**src/rtl/memport_pkg.sv**
```systemverilog
// Shared definitions for the handshaked memory port.
// Assumes: dock indices are used as bit positions in request/ack vectors.
package memport_pkg;
    typedef enum logic [1:0] {
        ST_IDLE        = 2'd0,
        ST_RD_WAIT     = 2'd1,
        ST_BURST_ISSUE = 2'd2,
        ST_BURST_WAIT  = 2'd3
    } mp_state_e;

    localparam int DOCK_RD = 0;
    localparam int DOCK_WA = 1;
    localparam int DOCK_WD = 2;
    localparam int DOCK_CB = 3;
    localparam int N_DOCKS = 4;
endpackage

```
**src/rtl/memport_ackdock.sv**
```systemverilog
// Acknowledge registers for the input docks, four-phase style.
// An ack is set by a take pulse and held until its request is seen low.
// Assumes: take is only asserted for a dock whose request is high.
module memport_ackdock #(
    parameter int N = 4
) (
    input  logic         clk,
    input  logic         rst_n,
    input  logic [N-1:0] req,
    input  logic [N-1:0] take,
    output logic [N-1:0] ack
);
    for (genvar i = 0; i < N; i++) begin : g_dock
        // Set on take, clear once the request has been withdrawn.
        always_ff @(posedge clk) begin
            if (!rst_n)       ack[i] <= 1'b0;
            else if (take[i]) ack[i] <= 1'b1;
            else if (!req[i]) ack[i] <= 1'b0;
        end
    end
endmodule

```
**src/rtl/memport_store.sv**
```systemverilog
// Single-port synchronous word store with registered read data.
// Assumes: read and write enables are never high together (controller serializes).
module memport_store #(
    parameter int DW = 16,
    parameter int AW = 4
) (
    input  logic          clk,
    input  logic          we,
    input  logic [AW-1:0] waddr,
    input  logic [DW-1:0] wdata,
    input  logic          re,
    input  logic [AW-1:0] raddr,
    output logic [DW-1:0] q
);
    localparam int DEPTH = 1 << AW;
    logic [DW-1:0] mem [DEPTH];

    // Write port and registered read port.
    always_ff @(posedge clk) begin
        if (we) mem[waddr] <= wdata;
        if (re) q <= mem[raddr];
    end
endmodule

```
**src/rtl/memport_ctrl.sv**
```systemverilog
// Operation sequencer: picks one dock (descriptor > write > read) when the
// output dock is idle, drives the store, and runs the output handshake.
// Assumes: DW >= AW and DW >= SZW + AW.
module memport_ctrl
    import memport_pkg::*;
#(
    parameter int DW     = 16,
    parameter int AW     = 4,
    parameter int SZW    = 3,
    parameter int STRIDE = 1
) (
    input  logic               clk,
    input  logic               rst_n,
    input  logic [N_DOCKS-1:0] req,
    input  logic [N_DOCKS-1:0] ack,
    input  logic [AW-1:0]      rd_addr,
    input  logic [AW-1:0]      wa_addr,
    input  logic [DW-1:0]      wd_data,
    input  logic [DW-1:0]      cb_word,
    input  logic               out_ack,
    input  logic [DW-1:0]      q,
    output logic [N_DOCKS-1:0] take,
    output logic               we,
    output logic [AW-1:0]      waddr,
    output logic [DW-1:0]      wdata,
    output logic               re,
    output logic [AW-1:0]      raddr,
    output logic               out_req,
    output logic [DW-1:0]      out_data,
    output logic               out_flag
);
    localparam int DEPTH = 1 << AW;
    localparam int STW   = DW - SZW;

    mp_state_e      state;
    logic [AW-1:0]  cursor;
    logic [SZW-1:0] count, total;
    logic [SZW-1:0] cnt_nxt;
    logic [AW-1:0]  wr_next;
    logic [STW-1:0] cb_start;
    logic [SZW-1:0] cb_size;
    logic           out_idle, new_rd, new_wr, new_cb;

    assign out_idle = !out_req && !out_ack;
    assign new_rd   = req[DOCK_RD] && !ack[DOCK_RD];
    assign new_wr   = req[DOCK_WA] && !ack[DOCK_WA] && req[DOCK_WD] && !ack[DOCK_WD];
    assign new_cb   = req[DOCK_CB] && !ack[DOCK_CB];
    assign cb_start = cb_word[DW-1:SZW];
    assign cb_size  = cb_word[SZW-1:0];
    assign cnt_nxt  = count + SZW'(1);
    assign wr_next  = wa_addr + AW'(STRIDE);
    assign waddr    = wa_addr;
    assign wdata    = wd_data;

    // Choose the operation to start this cycle and drive the store.
    always_comb begin
        take  = '0;
        we    = 1'b0;
        re    = 1'b0;
        raddr = cursor;
        if (state == ST_IDLE && out_idle) begin
            if (new_cb) begin
                take[DOCK_CB] = 1'b1;
            end else if (new_wr) begin
                take[DOCK_WA] = 1'b1;
                take[DOCK_WD] = 1'b1;
                we            = 1'b1;
            end else if (new_rd) begin
                take[DOCK_RD] = 1'b1;
                re            = 1'b1;
                raddr         = rd_addr;
            end
        end else if (state == ST_BURST_ISSUE && out_idle) begin
            re = 1'b1;
        end
    end

    // Sequencer state, burst cursor/counter and output dock registers.
    always_ff @(posedge clk) begin
        if (!rst_n) begin
            state    <= ST_IDLE;
            cursor   <= '0;
            count    <= '0;
            total    <= '0;
            out_req  <= 1'b0;
            out_data <= '0;
            out_flag <= 1'b0;
        end else begin
            if (out_req && out_ack) out_req <= 1'b0;
            case (state)
                ST_IDLE: begin
                    if (take[DOCK_CB]) begin
                        cursor <= AW'(cb_start % DEPTH);
                        count  <= '0;
                        total  <= (cb_size == '0) ? SZW'(1) : cb_size;
                        state  <= ST_BURST_ISSUE;
                    end else if (take[DOCK_WA]) begin
                        out_data <= DW'(wr_next);
                        out_flag <= 1'b1;
                        out_req  <= 1'b1;
                    end else if (take[DOCK_RD]) begin
                        state <= ST_RD_WAIT;
                    end
                end
                ST_RD_WAIT: begin
                    out_data <= q;
                    out_flag <= 1'b0;
                    out_req  <= 1'b1;
                    state    <= ST_IDLE;
                end
                ST_BURST_ISSUE: begin
                    if (re) state <= ST_BURST_WAIT;
                end
                ST_BURST_WAIT: begin
                    out_data <= q;
                    out_flag <= 1'b0;
                    out_req  <= 1'b1;
                    cursor   <= cursor + AW'(1);
                    count    <= cnt_nxt;
                    state    <= (cnt_nxt == total) ? ST_IDLE : ST_BURST_ISSUE;
                end
                default: state <= ST_IDLE;
            endcase
        end
    end
endmodule

```
**src/rtl/memport_hs.sv**
```systemverilog
// Handshaked memory access port: four four-phase input docks, one output
// dock, a sequencer and a synchronous word store.
// Assumes: consumers follow four-phase handshakes on every dock.
module memport_hs
    import memport_pkg::*;
#(
    parameter int DW     = 16,
    parameter int AW     = 4,
    parameter int SZW    = 3,
    parameter int STRIDE = 1
) (
    input  logic          clk,
    input  logic          rst_n,
    input  logic          rd_req,
    input  logic [AW-1:0] rd_addr,
    output logic          rd_ack,
    input  logic          wa_req,
    input  logic [AW-1:0] wa_addr,
    output logic          wa_ack,
    input  logic          wd_req,
    input  logic [DW-1:0] wd_data,
    output logic          wd_ack,
    input  logic          cb_req,
    input  logic [DW-1:0] cb_word,
    output logic          cb_ack,
    output logic          out_req,
    output logic [DW-1:0] out_data,
    output logic          out_flag,
    input  logic          out_ack
);
    logic [N_DOCKS-1:0] dock_req, dock_ack, dock_take;
    logic               st_we, st_re;
    logic [AW-1:0]      st_waddr, st_raddr;
    logic [DW-1:0]      st_wdata, st_q;

    assign dock_req = {cb_req, wd_req, wa_req, rd_req};
    assign rd_ack   = dock_ack[DOCK_RD];
    assign wa_ack   = dock_ack[DOCK_WA];
    assign wd_ack   = dock_ack[DOCK_WD];
    assign cb_ack   = dock_ack[DOCK_CB];

    memport_ackdock #(.N(N_DOCKS)) u_docks (
        .clk(clk), .rst_n(rst_n), .req(dock_req), .take(dock_take), .ack(dock_ack)
    );

    memport_ctrl #(.DW(DW), .AW(AW), .SZW(SZW), .STRIDE(STRIDE)) u_ctrl (
        .clk(clk), .rst_n(rst_n), .req(dock_req), .ack(dock_ack),
        .rd_addr(rd_addr), .wa_addr(wa_addr), .wd_data(wd_data), .cb_word(cb_word),
        .out_ack(out_ack), .q(st_q), .take(dock_take),
        .we(st_we), .waddr(st_waddr), .wdata(st_wdata),
        .re(st_re), .raddr(st_raddr),
        .out_req(out_req), .out_data(out_data), .out_flag(out_flag)
    );

    memport_store #(.DW(DW), .AW(AW)) u_store (
        .clk(clk), .we(st_we), .waddr(st_waddr), .wdata(st_wdata),
        .re(st_re), .raddr(st_raddr), .q(st_q)
    );
endmodule

```
**config.mk**
```make
export PLATFORM = sky130hd
export DESIGN_NAME = memport_hs
export DESIGN_NICKNAME = d
export VERILOG_FILES = /design/src/rtl/memport_pkg.sv /design/src/rtl/memport_ackdock.sv /design/src/rtl/memport_store.sv /design/src/rtl/memport_ctrl.sv /design/src/rtl/memport_hs.sv
export SDC_FILE = /design/constraint.sdc
export NUM_CORES = 1
export LEC_CHECK = 0
export ABC_AREA = 1
export BUFFER_PORTS_ARGS = -buffer_cell sky130_fd_sc_hd__buf_2
export CAP_MARGIN = 25
export CORE_ASPECT_RATIO = 2
export CORE_MARGIN = 3
export CORE_UTILIZATION = 55
export DETAILED_ROUTE_END_ITERATION = 16
export PLACE_DENSITY = 0.85
export SLEW_MARGIN = 10
export SYNTH_ARGS = -nofsm -noshare
export SYNTH_HDL_FRONTEND = slang
export SYNTH_SLANG_ARGS = --single-unit
```
**constraint.sdc**
```tcl
create_clock -name clk -period 2.37 [get_ports clk]
set_input_delay 0.1185 -clock clk [delete_from_list [all_inputs] [get_ports clk]]
set_output_delay 0.1185 -clock clk [all_outputs]
set_load 0.05 [all_outputs]
```
==> impl_metrics.json <==
{
  "track_usage_pct": 26.16,
  "fin_area_um2": 15340,
  "antenna_left": 0,
  "end_kind": "flop",
  "start_util_pct": 56.50,
  "synth-edff-count": 272,
  "worstHoldPathCells": 5,
  "total_leakage_power_uw": 0.006355,
  "hold_path_startpoint": "wa_addr[3]",
  "status": "finished clean",
  "worst_pin_slew_ns": 0.8650,
  "start_kind": "flop",
  "fin_cells": 1683,
  "fin_crit_sh_pct": 95.60,
  "cts.root.buffer_cell": "clkbuf_16",
  "rows": 79,
  "clock-skew-final_ns": 0.009697,
  "max-cap-violations": 0,
  "antenna_found_initial": 0,
  "synth.net_count": 1325,
  "r2r_end": "u_store.q[6]$_DFFE_PP_",
  "ys_top_cells_by_count": "343 x nand2_1, 294 x nand3_1, 272 x edfxtp_1",
  "clockBufferDepth": 3,
  "synth.cell_area_um2": 13240,
  "rsz0062_at_grt": "no",
  "yosys.area_share.adder_pct": 0.5672,
  "drc": 0,
  "ys_ff_latch": 306,
  "synth_mux_area_share_pct": 0,
  "via_count": 9854,
  "power_density_nw_per_um2": 754.6,
  "synth_top_area_share_pct": 61.71,
  "gp_congestion": 0.8485,
  "async_flop_share_pct": 0,
  "synthToLayoutAreaGrowth_pct": 15.90,
  "clk_latency_ns": 0.54,
  "synth_most_common_cell": "nand2_1",
  "synth_compound_area_share_pct": 2.221,
  "synth_area_leader_cell": "edfxtp_1",
  "firstDrtPassIters": 5,
  "holdCritPathClass": "in2reg",
  "cp_max_fo": 19,
  "core-area_um2": 23430,
  "h-tree-depth": 1,
  "timing.fmax_mhz": 441.4,
  "synth-main-ff-cell": "edfxtp_1",
  "syn_inst": 1272,
  "syn_avg_cell_area_um2": 10.41,
  "grt_pass1_vias": 9938,
  "ir_worst_vdd_mv": 0.5408,
  "wl_per_cell_um": 20.15,
  "yosysUniqueCellTypes": 33,
  "arrival_ns": 2.55,
  "die_h_um": 225.4,
  "worstSetupPathType": "reg2reg",
  "clkTransAtPathRegs_ns": 0.07,
  "numCtsBuffers": 24,
  "slew_viol_final": 0,
  "placed_cell_area_um2": 14180,
  "ys_warn_count": 0,
  "yosys.area_share.simple_pct": 22.52,
  "cts_tree": "yes",
  "layout-drive-gt1-share_pct": 13.14,
  "dpl.cell_count": 1603,
  "cp.required_ns": 2.66,
  "dpl.hpwl_mm": 20.88,
  "nets": 1436,
  "wl_mm": 33.91,
  "first_iter_violations": 1253,
  "io_pins": 69,
  "crit_start": "u_ctrl.out_req$_SDFF_PN0_",
  "vias_per_cell": 5.855,
  "fp.dieArea_um2": 26080,
  "placement.io_buffers": 59,
  "synth_top_family_by_area": "simple AND/OR/NAND/NOR gates",
  "grt_overflow": 0,
  "reg2reg_slack_ns": 0.10,
  "hold_end": "u_ctrl.out_data[3]$_SDFFE_PN0P_",
  "cts_num_sinks": 306,
  "finalHoldViolations": 0,
  "fin_util_pct": 65.49,
  "worst_r2r_path_depth": 11,
  "grt_pass1_wl_mm": 51.94,
  "yosysSeqAreaShare_pct": 66.85,
  "synthXorXnorAreaFrac_pct": 0.2647,
  "period_needed_ns": 2.266,
  "n_antenna_cell": 0,
  "grt_max_degree": 82,
  "rr_startpoint": "u_ctrl.out_req$_SDFF_PN0_",
  "setup_viol": 0,
  "die_w_um": 115.7,
  "slew_headroom_pct": 42.27,
  "synth_area_leaders": "edfxtp_1 62%, nand3_1 11%, nand2_1 9.7%"
}
## placed cells by master (no fill, tap or decap), types with 3 or more instances in the layout
cell           instances
ha_1                   6
buf_2                 59
clkinv_1               3
bufinv_16              3
nand3_1              294
a21oi_1               27
edfxtp_1             272
inv_1                155
buf_4                 39
nand2_2                3
o21ai_0               12
nor2_2                15
clkbuf_16             25
clkbuf_1               4
nand2_1              341
dfxtp_1               34
buf_12                17
nor2_1                14
clkinvlp_4             3
clkinv_2               4
dlygate4sd3_1         37
a31oi_1                5
## layer usage
metal / track usage, % / share of wire, % / vias to the layer above
li1: - / - / 4494
met1: 28.82 / 32 / 4624
met2: 47.19 / 53 / 592
met3: 3.655 / 8.7 / 144
met4: 15.02 / 5.9 / 0
met5: 0 / 0 / -
## state kept, by name, indices dropped and copies added, names as in the netlist
| register | count |
|---|---|
| u_ctrl.count | 3 |
| u_ctrl.out_data | 16 |
| u_ctrl.cursor | 4 |
| u_store.mem | 256 |
| u_docks.ack | 4 |
| u_store.q | 16 |
| u_ctrl.out_flag | 1 |
| u_ctrl.total | 3 |
| u_ctrl.state | 2 |
| u_ctrl.out_req | 1 |
## through the flow
step / hold WS [ns] / setup WS (ns) / total power, uW / TNS (ns)
finish: 0.08174 / 0.1043 / 11580 / 0
global route: 0.09922 / 0.01668 / 11970 / 0
CTS: 0.07170 / 0.1197 / 11580 / 0
detailed placement: 0.3561 / 0.1365 / 7509 / 0
global placement: 0.3568 / 0.1896 / 7456 / 0
floorplan: 0.2174 / -0.06175 / 7061 / -15.81
## power by group
part,internal [uW],switching (uW),leakage [uW]
clock,2260,1840,0.000372
sequential,5950,39.1,0.00272
combinational,480,1010,0.00326
## worst max-delay path, stage by stage, from the launching register on
cell	delay (ns)
dfxtp_1	0.33
nor2_2	0.23
nand2_2	0.13
nor2_4	0.16
nand3_4	0.11
nand2_4	0.29
buf_4	0.26
nand2_1	0.07
nand3_1	0.06
nand3_1	0.09
nand3_1	0.19
nand2_1	0.08
## layout make-up
cell class / count / area [um^2]
fill: 1592 / 8085
inverter: 158 / 594.3
tap: 283 / 354.1
sequential: 306 / 8848
multi-input combinational: 740 / 3445
timing repair buffer: 153 / 1310
clock inverter: 14 / 148.9
clock buffer: 29 / 640.6
## logic make-up (layout without fill, tap and decap cells)
| kind of cell | after synthesis | after routing |
|---|---|---|
| AOI/OAI and AO/OA | 51 | 51 |
| adders and majority gates | 6 | 6 |
| and+or+nand+nor | 679 | 679 |
| DFF | 306 | 306 |
| xor gates and xnor gates | 4 | 4 |
| buffers and inverters | 226 | 354 |
## worst max path at each step
| stage | endpoint | slack [ns] | cells after the start |
|---|---|---|---|
| after global placement | u_store.q[6]$_DFFE_PP_ | 0.19 | 11 |
| after detailed placement | u_store.q[11]$_DFFE_PP_ | 0.14 | 11 |
| after global routing | u_store.q[2]$_DFFE_PP_ | 0.02 | 10 |
| final | u_store.q[6]$_DFFE_PP_ | 0.10 | 11 |
| after CTS | u_store.q[6]$_DFFE_PP_ | 0.12 | 11 |
| after floorplan | u_store.mem[0][0]$_DFFE_PP_ | -0.06 | 6 |
## what timing repair did
item | in CTS | in global routing
setup endpoints to repair | 0 | 2
hold buffers | 37 | 0
endpoints found under the hold margin | 269 | 0
resized for setup | 0 | 1
setup buffers | 0 | 0
(Power assumes the default switching activity.)
